[src/rtl/pwg_pkg.sv]
package pwg_pkg;
  localparam int KEY_W = 8;

  typedef enum logic [1:0] {
    WK_IDLE,
    WK_UNLOCK,
    WK_STATUS,
    WK_REG
  } wr_kind_e;
endpackage

[src/rtl/pwg_classify.sv]
module pwg_classify
  import pwg_pkg::*;
#(
  parameter int                ADDR_W     = 10,
  parameter int                NUM_REGS   = 16,
  parameter logic [NUM_REGS-1:0] PROT_MASK = 16'hF0F0,
  parameter logic [ADDR_W-1:0] UNLOCK_OFS = 10'h3F8,
  parameter logic [ADDR_W-1:0] STATUS_OFS = 10'h3FC
) (
  input  logic              wr_valid,
  input  logic [ADDR_W-1:0] wr_addr,
  output wr_kind_e          kind,
  output logic              is_prot
);
  logic [NUM_REGS-1:0] hit;

  for (genvar i = 0; i < NUM_REGS; i++) begin : g_hit
    assign hit[i] = (wr_addr == ADDR_W'(4 * i));
  end

  assign is_prot = |(hit & PROT_MASK);

  always_comb begin
    if (!wr_valid)                 kind = WK_IDLE;
    else if (wr_addr == UNLOCK_OFS) kind = WK_UNLOCK;
    else if (wr_addr == STATUS_OFS) kind = WK_STATUS;
    else                           kind = WK_REG;
  end
endmodule

[src/rtl/pwg_unlock.sv]
module pwg_unlock
  import pwg_pkg::*;
#(
  parameter int               ADDR_W = 10,
  parameter logic [KEY_W-1:0] KEY    = 8'hAA
) (
  input  logic              clk,
  input  logic              rst,
  input  wr_kind_e          kind,
  input  logic [ADDR_W-1:0] wr_addr,
  input  logic [KEY_W-1:0]  key_field,
  input  logic [ADDR_W-1:0] ofs_field,
  output logic              armed,
  output logic              grant,
  output logic              key_ok
);
  logic [ADDR_W-1:0] target;

  assign key_ok = (key_field == KEY);
  assign grant  = (kind == WK_REG) && armed && (target == wr_addr);

  always_ff @(posedge clk) begin
    if (rst) begin
      armed  <= 1'b0;
      target <= '0;
    end else begin
      case (kind)
        WK_UNLOCK: begin
          armed <= key_ok;
          if (key_ok) target <= ofs_field;
        end
        WK_STATUS, WK_REG: armed <= 1'b0;
        default: ;
      endcase
    end
  end
endmodule

[src/rtl/pwg_err_flag.sv]
module pwg_err_flag (
  input  logic clk,
  input  logic rst,
  input  logic set_i,
  input  logic clr_i,
  output logic err
);
  always_ff @(posedge clk) begin
    if (rst)        err <= 1'b0;
    else if (set_i) err <= 1'b1;
    else if (clr_i) err <= 1'b0;
  end
endmodule

[src/rtl/prot_write_gate.sv]
module prot_write_gate
  import pwg_pkg::*;
#(
  parameter int                  ADDR_W     = 10,
  parameter int                  DATA_W     = 32,
  parameter int                  NUM_REGS   = 16,
  parameter logic [NUM_REGS-1:0] PROT_MASK  = 16'hF0F0,
  parameter logic [ADDR_W-1:0]   UNLOCK_OFS = 10'h3F8,
  parameter logic [ADDR_W-1:0]   STATUS_OFS = 10'h3FC,
  parameter logic [KEY_W-1:0]    KEY        = 8'hAA
) (
  input  logic              clk,
  input  logic              rst,
  input  logic              wr_valid,
  input  logic [ADDR_W-1:0] wr_addr,
  input  logic [DATA_W-1:0] wr_data,
  output logic              out_we,
  output logic [ADDR_W-1:0] out_addr,
  output logic [DATA_W-1:0] out_data,
  output logic              acc_err
);
  wr_kind_e kind;
  logic     is_prot;
  logic     grant;
  logic     key_ok;
  logic     unlock_armed;
  logic     pass;
  logic     err_set;
  logic     err_clr;

  pwg_classify #(
    .ADDR_W(ADDR_W), .NUM_REGS(NUM_REGS), .PROT_MASK(PROT_MASK),
    .UNLOCK_OFS(UNLOCK_OFS), .STATUS_OFS(STATUS_OFS)
  ) u_cls (
    .wr_valid(wr_valid),
    .wr_addr (wr_addr),
    .kind    (kind),
    .is_prot (is_prot)
  );

  pwg_unlock #(.ADDR_W(ADDR_W), .KEY(KEY)) u_unl (
    .clk      (clk),
    .rst      (rst),
    .kind     (kind),
    .wr_addr  (wr_addr),
    .key_field(wr_data[DATA_W-1 -: KEY_W]),
    .ofs_field(wr_data[ADDR_W-1:0]),
    .armed    (unlock_armed),
    .grant    (grant),
    .key_ok   (key_ok)
  );

  assign pass    = (kind == WK_REG) && (!is_prot || grant);
  assign err_set = ((kind == WK_REG) && is_prot && !grant) ||
                   ((kind == WK_UNLOCK) && !key_ok);
  assign err_clr = (kind == WK_STATUS) && wr_data[0];

  pwg_err_flag u_err (
    .clk  (clk),
    .rst  (rst),
    .set_i(err_set),
    .clr_i(err_clr),
    .err  (acc_err)
  );

  always_ff @(posedge clk) begin
    if (rst) begin
      out_we   <= 1'b0;
      out_addr <= '0;
      out_data <= '0;
    end else begin
      out_we <= pass;
      if (pass) begin
        out_addr <= wr_addr;
        out_data <= wr_data;
      end
    end
  end
endmodule

[config.mk]
export PLATFORM = sky130hd
export DESIGN_NAME = prot_write_gate
export DESIGN_NICKNAME = d
export VERILOG_FILES = /design/src/rtl/pwg_pkg.sv /design/src/rtl/pwg_classify.sv /design/src/rtl/pwg_unlock.sv /design/src/rtl/pwg_err_flag.sv /design/src/rtl/prot_write_gate.sv
export SDC_FILE = /design/constraint.sdc
export NUM_CORES = 1
export LEC_CHECK = 0
export BUFFER_PORTS_ARGS = -buffer_cell sky130_fd_sc_hd__buf_2
export CORE_MARGIN = 4
export CORE_UTILIZATION = 42
export DETAILED_ROUTE_END_ITERATION = 10
export PLACE_DENSITY_LB_ADDON = 0.08
export REMOVE_ABC_BUFFERS = 1
export SLEW_MARGIN = 0
export SYNTH_ARGS = -nofsm -noshare
export SYNTH_HDL_FRONTEND = slang
export SYNTH_HIERARCHICAL = 1
export SYNTH_SLANG_ARGS = --single-unit
[constraint.sdc]
create_clock -name clk -period 2 [get_ports clk]
set_input_delay 0.2 -clock clk [delete_from_list [all_inputs] [get_ports clk]]
set_output_delay 0.2 -clock clk [all_outputs]
set_load 0.03 [all_outputs]
# Word level (Yosys, flattened, before mapping)
# Cells that the tools add are included.
dict set report totals {
  ff_bits 55
  wordCells 44
}
dict set report classes {
  muxes 6
  reduce_logical 17
  n_eq_ne 15
}
# operator n
set op_table {}
lappend op_table {{== test 10 x 5 -> 1 bit (second input constant)} 4}
lappend op_table {{== test 10 x 6 -> 1 bit (second input constant)} 4}
lappend op_table {{== test 10 bit (second input constant)} 2}
lappend op_table {{== test 10 bit} 1}
lappend op_table {{== test 8 bit (second input constant)} 1}
lappend op_table {{OR reduction 8 bit} 1}
lappend op_table {{logical AND 1 bit} 7}
lappend op_table {{== test 2 bit (second input constant)} 2}
lappend op_table {{2-to-1 mux 2 bit} 2}
lappend op_table {{nonzero test 2 bit} 2}
lappend op_table {{logical NOT 1 bit} 3}
lappend op_table {{2-to-1 mux 1 bit} 3}
lappend op_table {{== test 2 x 1 -> 1 bit (second input constant)} 1}
lappend op_table {{logical OR 1 bit} 2}
lappend op_table {{one-hot mux 1 bit (2 select lines)} 1}
lappend op_table {{AND reduction 2 bit} 1}
lappend op_table {{OR reduction 2 bit} 1}

# Logic depth before layout (Yosys ltp)
dict set report logic_depth {
  ltp_word 11
  ltp_mapped 9
  depth_no_buf 9
}

# By module
# The synthesis kept the hierarchy.
# module seq_area_each_um2 cells_each n_inst area_each_um2
set by_module_without_submodules {}
lappend by_module_without_submodules {prot_write_gate 860.8 191 1 1955.6}
lappend by_module_without_submodules {pwg_unlock 220.2 67 1 678.2}
lappend by_module_without_submodules {pwg_classify 0.0 8 1 56.3}
lappend by_module_without_submodules {pwg_err_flag 20.0 4 1 38.8}

# Worst setup path before layout
# OpenSTA, ideal clock, no wires.
dict set report synth_timing {
  path_kind {input to register}
  start {input wr_addr[4]}
  end {register out_addr[0]}
  path_buffers 1
  setup_ns 0.072
  setup_slack_ns 0.148
  path_stages 8
  arrival_ns 1.780
  required_time_ns 1.928
  cell_sequence {or3b_1 -> o41a_1 -> nand4_1 -> nor4_1 -> inv_1 -> a21oi_4 -> buf_8 -> mux2i_1}
}
dict set report synth_between {
  elab_chain_len 9
  word_cells_on_any_way 21
  cone_classes {eq/ne (12); mux (3); reduce/logical (6)}
}
# element line_no
set synth_lines {}
lappend synth_lines {{from (decl)} prot_write_gate.sv:15} ;# input logic [ADDR_W-1:0] wr_addr,
lappend synth_lines {{== test 10 bit} pwg_classify.sv:26} ;# else if (wr_addr == STATUS_OFS) kind = WK_STATUS;
lappend synth_lines {{2-to-1 mux 1 bit} pwg_classify.sv:26}
lappend synth_lines {{2-to-1 mux 2 bit (*)} pwg_classify.sv:25} ;# else if (wr_addr == UNLOCK_OFS) kind = WK_UNLOCK;
lappend synth_lines {{2-to-1 mux 2 bit (*)} pwg_classify.sv:24} ;# if (!wr_valid) kind = WK_IDLE;
lappend synth_lines {{via kind[0]} prot_write_gate.sv:22} ;# wr_kind_e kind;
lappend synth_lines {{== test 2 bit (*)} pwg_unlock.sv:20} ;# assign grant = (kind == WK_REG) && armed && (target == wr_addr);
lappend synth_lines {{logical AND 1 bit (*) (2 in a row)} pwg_unlock.sv:20}
lappend synth_lines {{via grant} prot_write_gate.sv:24} ;# logic grant;
lappend synth_lines {{logical OR 1 bit (*)} prot_write_gate.sv:53} ;# assign pass = (kind == WK_REG) && (!is_prot || grant);
lappend synth_lines {{logical AND 1 bit (*)} prot_write_gate.sv:53}
lappend synth_lines {{to (signal assigned)} prot_write_gate.sv:74} ;# out_addr <= wr_addr;
lappend synth_lines {{to (decl)} prot_write_gate.sv:18} ;# output logic [ADDR_W-1:0] out_addr,
# The timed path passes the listed nets; every way through them passes the cells marked *.
# A chain may end at the register's enable or synchronous reset.

# Worst setup path in the final report
dict set report layout_timing {
  start {register u_unl.target[7]}
  end {register out_data[27]}
}
dict set report layout_between {
  elab_chain_len 4
}
# element line_no
set layout_lines {}
lappend layout_lines {{from (decl)} pwg_unlock.sv:17} ;# logic [ADDR_W-1:0] target;
lappend layout_lines {{from (signal assigned)} pwg_unlock.sv:30} ;# if (key_ok) target <= ofs_field;
lappend layout_lines {{== test 10 bit} pwg_unlock.sv:20}
lappend layout_lines {{logical AND 1 bit} pwg_unlock.sv:20}
lappend layout_lines {{via grant} prot_write_gate.sv:24}
lappend layout_lines {{logical OR 1 bit} prot_write_gate.sv:53}
lappend layout_lines {{logical AND 1 bit} prot_write_gate.sv:53}
lappend layout_lines {{to (signal assigned)} prot_write_gate.sv:75} ;# out_data <= wr_data;
lappend layout_lines {{to (decl)} prot_write_gate.sv:19} ;# output logic [DATA_W-1:0] out_data,
# The timed path passes the listed nets, and every way through them passes these cells.

==> metrics.txt <==
# TYPE chip_impl_metric gauge
chip_impl_metric{name="yosys_warnings",unit=""} 6
chip_impl_metric{name="io_buffer_count",unit=""} 88
chip_impl_metric{name="htree_levels",unit=""} 2
chip_impl_metric{name="ff2ff_path_depth",unit=""} 7
chip_impl_metric{name="cts.sinks",unit=""} 55
chip_impl_metric{name="syn-mean-instance-area",unit="sq um"} 10.1
chip_impl_metric{name="top_level_ports",unit=""} 89
chip_impl_metric{name="critical_path_required",unit="ps"} 2230
chip_impl_metric{name="core.rowCount",unit=""} 29
chip_impl_info{name="clockRootBuffer",value="sky130_fd_sc_hd__clkbuf_8"} 1
chip_impl_metric{name="drt-pass1-iter-count",unit=""} 4
chip_impl_metric{name="pwr-share-clk",unit=""} 0.282
chip_impl_metric{name="synth-seq-cells",unit=""} 55
chip_impl_metric{name="drt_iter0_drc",unit=""} 60
chip_impl_metric{name="stdcell_area",unit="sq mm"} 0.00335
chip_impl_metric{name="fin_worst_skew",unit="ps"} 13.0
chip_impl_metric{name="clk_pin_slew_worst_paths",unit="ps"} 100
chip_impl_metric{name="power_per_unit_of_standard_cell_area",unit="mW/mm^2"} 649
chip_impl_metric{name="drv_slew",unit=""} 0
chip_impl_metric{name="number_of_antenna_violations_at_the_first_check_in_global_routing",unit=""} 0
chip_impl_metric{name="fillCellCount",unit=""} 606
chip_impl_metric{name="dp_hpwl",unit="mm"} 3.91
chip_impl_metric{name="combPwrFrac",unit=""} 0.185
chip_impl_metric{name="static-leakage-power",unit="nW"} 1.42
chip_impl_info{name="worstSetupEndpointType",value="register"} 1
chip_impl_metric{name="ys_seq_area_frac",unit=""} 0.403
chip_impl_metric{name="setup_violation_total_in_the_final_timing_report",unit=""} 0
chip_impl_metric{name="synth.top_cell.area_share",unit=""} 0.403
chip_impl_metric{name="route.vias.total",unit=""} 2008
chip_impl_info{name="synthDominantAreaCellType",value="sky130_fd_sc_hd__dfxtp_1"} 1
chip_impl_metric{name="clk-insertion-delay-late",unit="ps"} 310
chip_impl_metric{name="postCtsHoldBufs",unit=""} 0
chip_impl_metric{name="postSynthCellCount",unit=""} 270
chip_impl_info{name="synth_top_cells_by_area",value="sky130_fd_sc_hd__dfxtp_1 40%, sky130_fd_sc_hd__nand2b_1 24%, sky130_fd_sc_hd__mux2i_1 19%, sky130_fd_sc_hd__xnor2_1 3.2%, sky130_fd_sc_hd__buf_8 2.2%"} 1
chip_impl_metric{name="synth.distinct_cells",unit=""} 27
chip_impl_metric{name="place_congestion",unit=""} 0.775
chip_impl_metric{name="post_dp_area",unit="sq mm"} 0.00326
chip_impl_info{name="run_status",value="finished, final reports clean"} 1
chip_impl_metric{name="drive_gt1_frac",unit=""} 0.308
chip_impl_metric{name="detail_route.wl_per_cell",unit="microns"} 12.3
chip_impl_metric{name="mappedNetlistArea",unit="sq mm"} 0.00273
chip_impl_metric{name="power.internal",unit="mW"} 1.57
chip_impl_metric{name="finalNetCount",unit=""} 404
chip_impl_metric{name="grt_pass1_vias",unit=""} 1857
chip_impl_metric{name="globalRoute.totalOverflow",unit=""} 0
chip_impl_metric{name="area_growth_syn_to_layout",unit="%"} 22.9
chip_impl_metric{name="die_x",unit="microns"} 88.6
chip_impl_metric{name="grt_max_degree",unit=""} 108
chip_impl_metric{name="cts_resized",unit=""} 0
chip_impl_info{name="setup.worst_path.class",value="register to register"} 1
chip_impl_metric{name="final_core_util",unit=""} 0.531
chip_impl_metric{name="die_area",unit="sq mm"} 0.00785
chip_impl_metric{name="timing_hold_violations_final",unit=""} 0
chip_impl_metric{name="worstHoldPathCells",unit=""} 3
chip_impl_metric{name="number_of_buffers_added_by_the_clock_tree_synthesis_step",unit=""} 5
chip_impl_metric{name="floorplan_core_area",unit="sq mm"} 0.00631
chip_impl_metric{name="cts-root-to-sink-buffers",unit=""} 2
chip_impl_info{name="rsz0062_at_grt",value="false"} 1
chip_impl_metric{name="fmax",unit="GHz"} 0.583
chip_impl_metric{name="drtAntennaViolNets",unit=""} 0
chip_impl_metric{name="viasPerCell",unit=""} 4.59
chip_impl_metric{name="finalCritPeriodShare",unit=""} 0.857
chip_impl_info{name="cts_tree",value="built"} 1
chip_impl_metric{name="worst_ir_drop_vdd",unit="V"} 0.000395
chip_impl_metric{name="antenna-diode-count",unit=""} 0
chip_impl_metric{name="timing.slew.headroom",unit=""} 0.785
chip_impl_metric{name="crit_arrival",unit="ps"} 1950
chip_impl_metric{name="chipHeight",unit="microns"} 88.6
chip_impl_metric{name="minimum_period_implied_by_the_final_worst_setup_slack",unit="ps"} 1710
chip_impl_metric{name="power.share.sequential",unit=""} 0.533
chip_impl_metric{name="cp_max_fanout",unit=""} 19
chip_impl_metric{name="power_switching",unit="uW"} 609
chip_impl_metric{name="globalRouteTotalUtil",unit=""} 0.140
chip_impl_metric{name="post-cts-setup-buffers",unit=""} 0
chip_impl_info{name="worst_setup_path_start_kind",value="register"} 1
chip_impl_metric{name="worst_pin_slew",unit="ps"} 323
chip_impl_metric{name="detail_route.drc_violations",unit=""} 0
chip_impl_metric{name="initial_core_utilization",unit=""} 0.432
chip_impl_metric{name="grt_pass1_wl",unit="mm"} 8.58
chip_impl_metric{name="swShare",unit=""} 0.280
chip_impl_metric{name="max-cap-violations",unit=""} 0
chip_impl_metric{name="drt-total-wl",unit="mm"} 5.39
chip_impl_info{name="min-delay-path-class",value="input port to register"} 1
[metrics by stage]
| step | setup slack, ps | TNS (ps) | total power, mW | hold WS (ps) | cells |
|---|---|---|---|---|---|
| 3_5_place_dp | -42.7 | -368 | 1.60 | 457 | 429 |
| 6_report | 285 | 0 | 2.18 | 134 | 437 |
| 3_3_place_gp | 14.9 | 0 | 1.59 | 455 | 429 |
| 4_1_cts | 242 | 0 | 2.22 | 125 | 437 |
| 5_1_grt | 118 | 0 | 2.30 | 134 | 437 |
| 2_1_floorplan | -534 | -22900 | 1.43 | 262 | 254 |
[cell usage after synthesis, drive strengths merged]
cell,instances
nand2b,106
dfxtp,55
mux2i,52
clkbuf,10
xnor2,10
buf,6
inv,4
nand2,4
nor2,4
nand4,3
a21oi,2
nand4bb,2
nor2b,2
nor4,2
o41a,2
a31oi,1
nand3,1
nor3b,1
o31ai,1
or3b,1
or4,1
[final timing paths]
path / to / slack (ps) / start
min reg2reg: out_data[2]$_SDFFE_PP0P_ / 470 / out_data[2]$_SDFFE_PP0P_
max reg2reg: out_data[27]$_SDFFE_PP0P_ / 290 / u_unl/target[7]$_SDFFE_PP0P_
max: out_data[27]$_SDFFE_PP0P_ / 290 / u_unl/target[7]$_SDFFE_PP0P_
min: out_data[16]$_SDFFE_PP0P_ / 130 / wr_data[16]
[per-layer routing]
metal | up-vias | global-route usage | part of all wire
met4 | 0 | 0.0412 | 0.011
met5 | - | 0 | 0
met2 | 48 | 0.221 | 0.46
li1 | 1057 | - | -
met3 | 5 | 0.0466 | 0.066
met1 | 898 | 0.182 | 0.46
[logic make-up (layout without fill, tap and decap cells)]
| logic type | count (synthesis) | count (layout) | share of synthesized area |
|---|---|---|---|
| AND/OR/NAND/NOR | 127 | 127 | 0.302 |
| flip-flops | 55 | 55 | 0.403 |
| multiplexers | 52 | 52 | 0.191 |
| buffers and inverters | 20 | 110 | 0.0491 |
| XOR/XNOR | 10 | 10 | 0.0321 |
| AO/OA/AOI/OAI | 6 | 6 | 0.0225 |
[flip-flops by register name, summed over array words and instances, names as in the netlist]
name          flops
out_data         32
u_unl/target     10
out_we            1
u_unl/armed       1
u_err/err         1
out_addr         10
[final cells by class]
class | instances | area, sq um | area share
multi-input cells | 195 | 1490 | 0.445
inverters | 4 | 20.0 | 0.00597
flip-flops and latches | 55 | 1100 | 0.328
clock buffers | 6 | 72.6 | 0.0216
repair buffers | 98 | 553 | 0.165
clock inverters | 2 | 17.5 | 0.00522
well taps | 77 | 96.3 | 0.0287
[cell usage in the layout (no fill, tap or decap), types with 2 or more instances in the layout]
cell type                  count
sky130_fd_sc_hd__nand2_1       4
sky130_fd_sc_hd__nand2b_1    106
sky130_fd_sc_hd__buf_2        88
sky130_fd_sc_hd__nor2_1        4
sky130_fd_sc_hd__o41a_1        2
sky130_fd_sc_hd__mux2i_1      52
sky130_fd_sc_hd__nand4_1       3
sky130_fd_sc_hd__xnor2_1      10
sky130_fd_sc_hd__buf_12        3
sky130_fd_sc_hd__clkinv_4      2
sky130_fd_sc_hd__clkbuf_8      5
sky130_fd_sc_hd__nor2b_1       2
sky130_fd_sc_hd__buf_4         7
sky130_fd_sc_hd__inv_1         3
sky130_fd_sc_hd__dfxtp_1      55
[power by group through the flow]
stage          registers, mW  clock network (mW)  logic, mW
4_1_cts                 1.16               0.645      0.410
6_report                1.16               0.614      0.402
5_1_grt                 1.17               0.690      0.438
3_5_place_dp            1.19                   0      0.409
3_3_place_gp            1.19                   0      0.406
2_1_floorplan           1.28                   0      0.153
[worst max-delay path: stages (launching register included)]
cell	delay, ps
sky130_fd_sc_hd__dfxtp_1	330
sky130_fd_sc_hd__xnor2_1	160
sky130_fd_sc_hd__nand3_1	100
sky130_fd_sc_hd__nor4_1	270
sky130_fd_sc_hd__inv_1	120
sky130_fd_sc_hd__a21oi_4	220
sky130_fd_sc_hd__buf_12	210
sky130_fd_sc_hd__mux2i_1	210
Note: power is estimated with default switching activity, not from simulation.
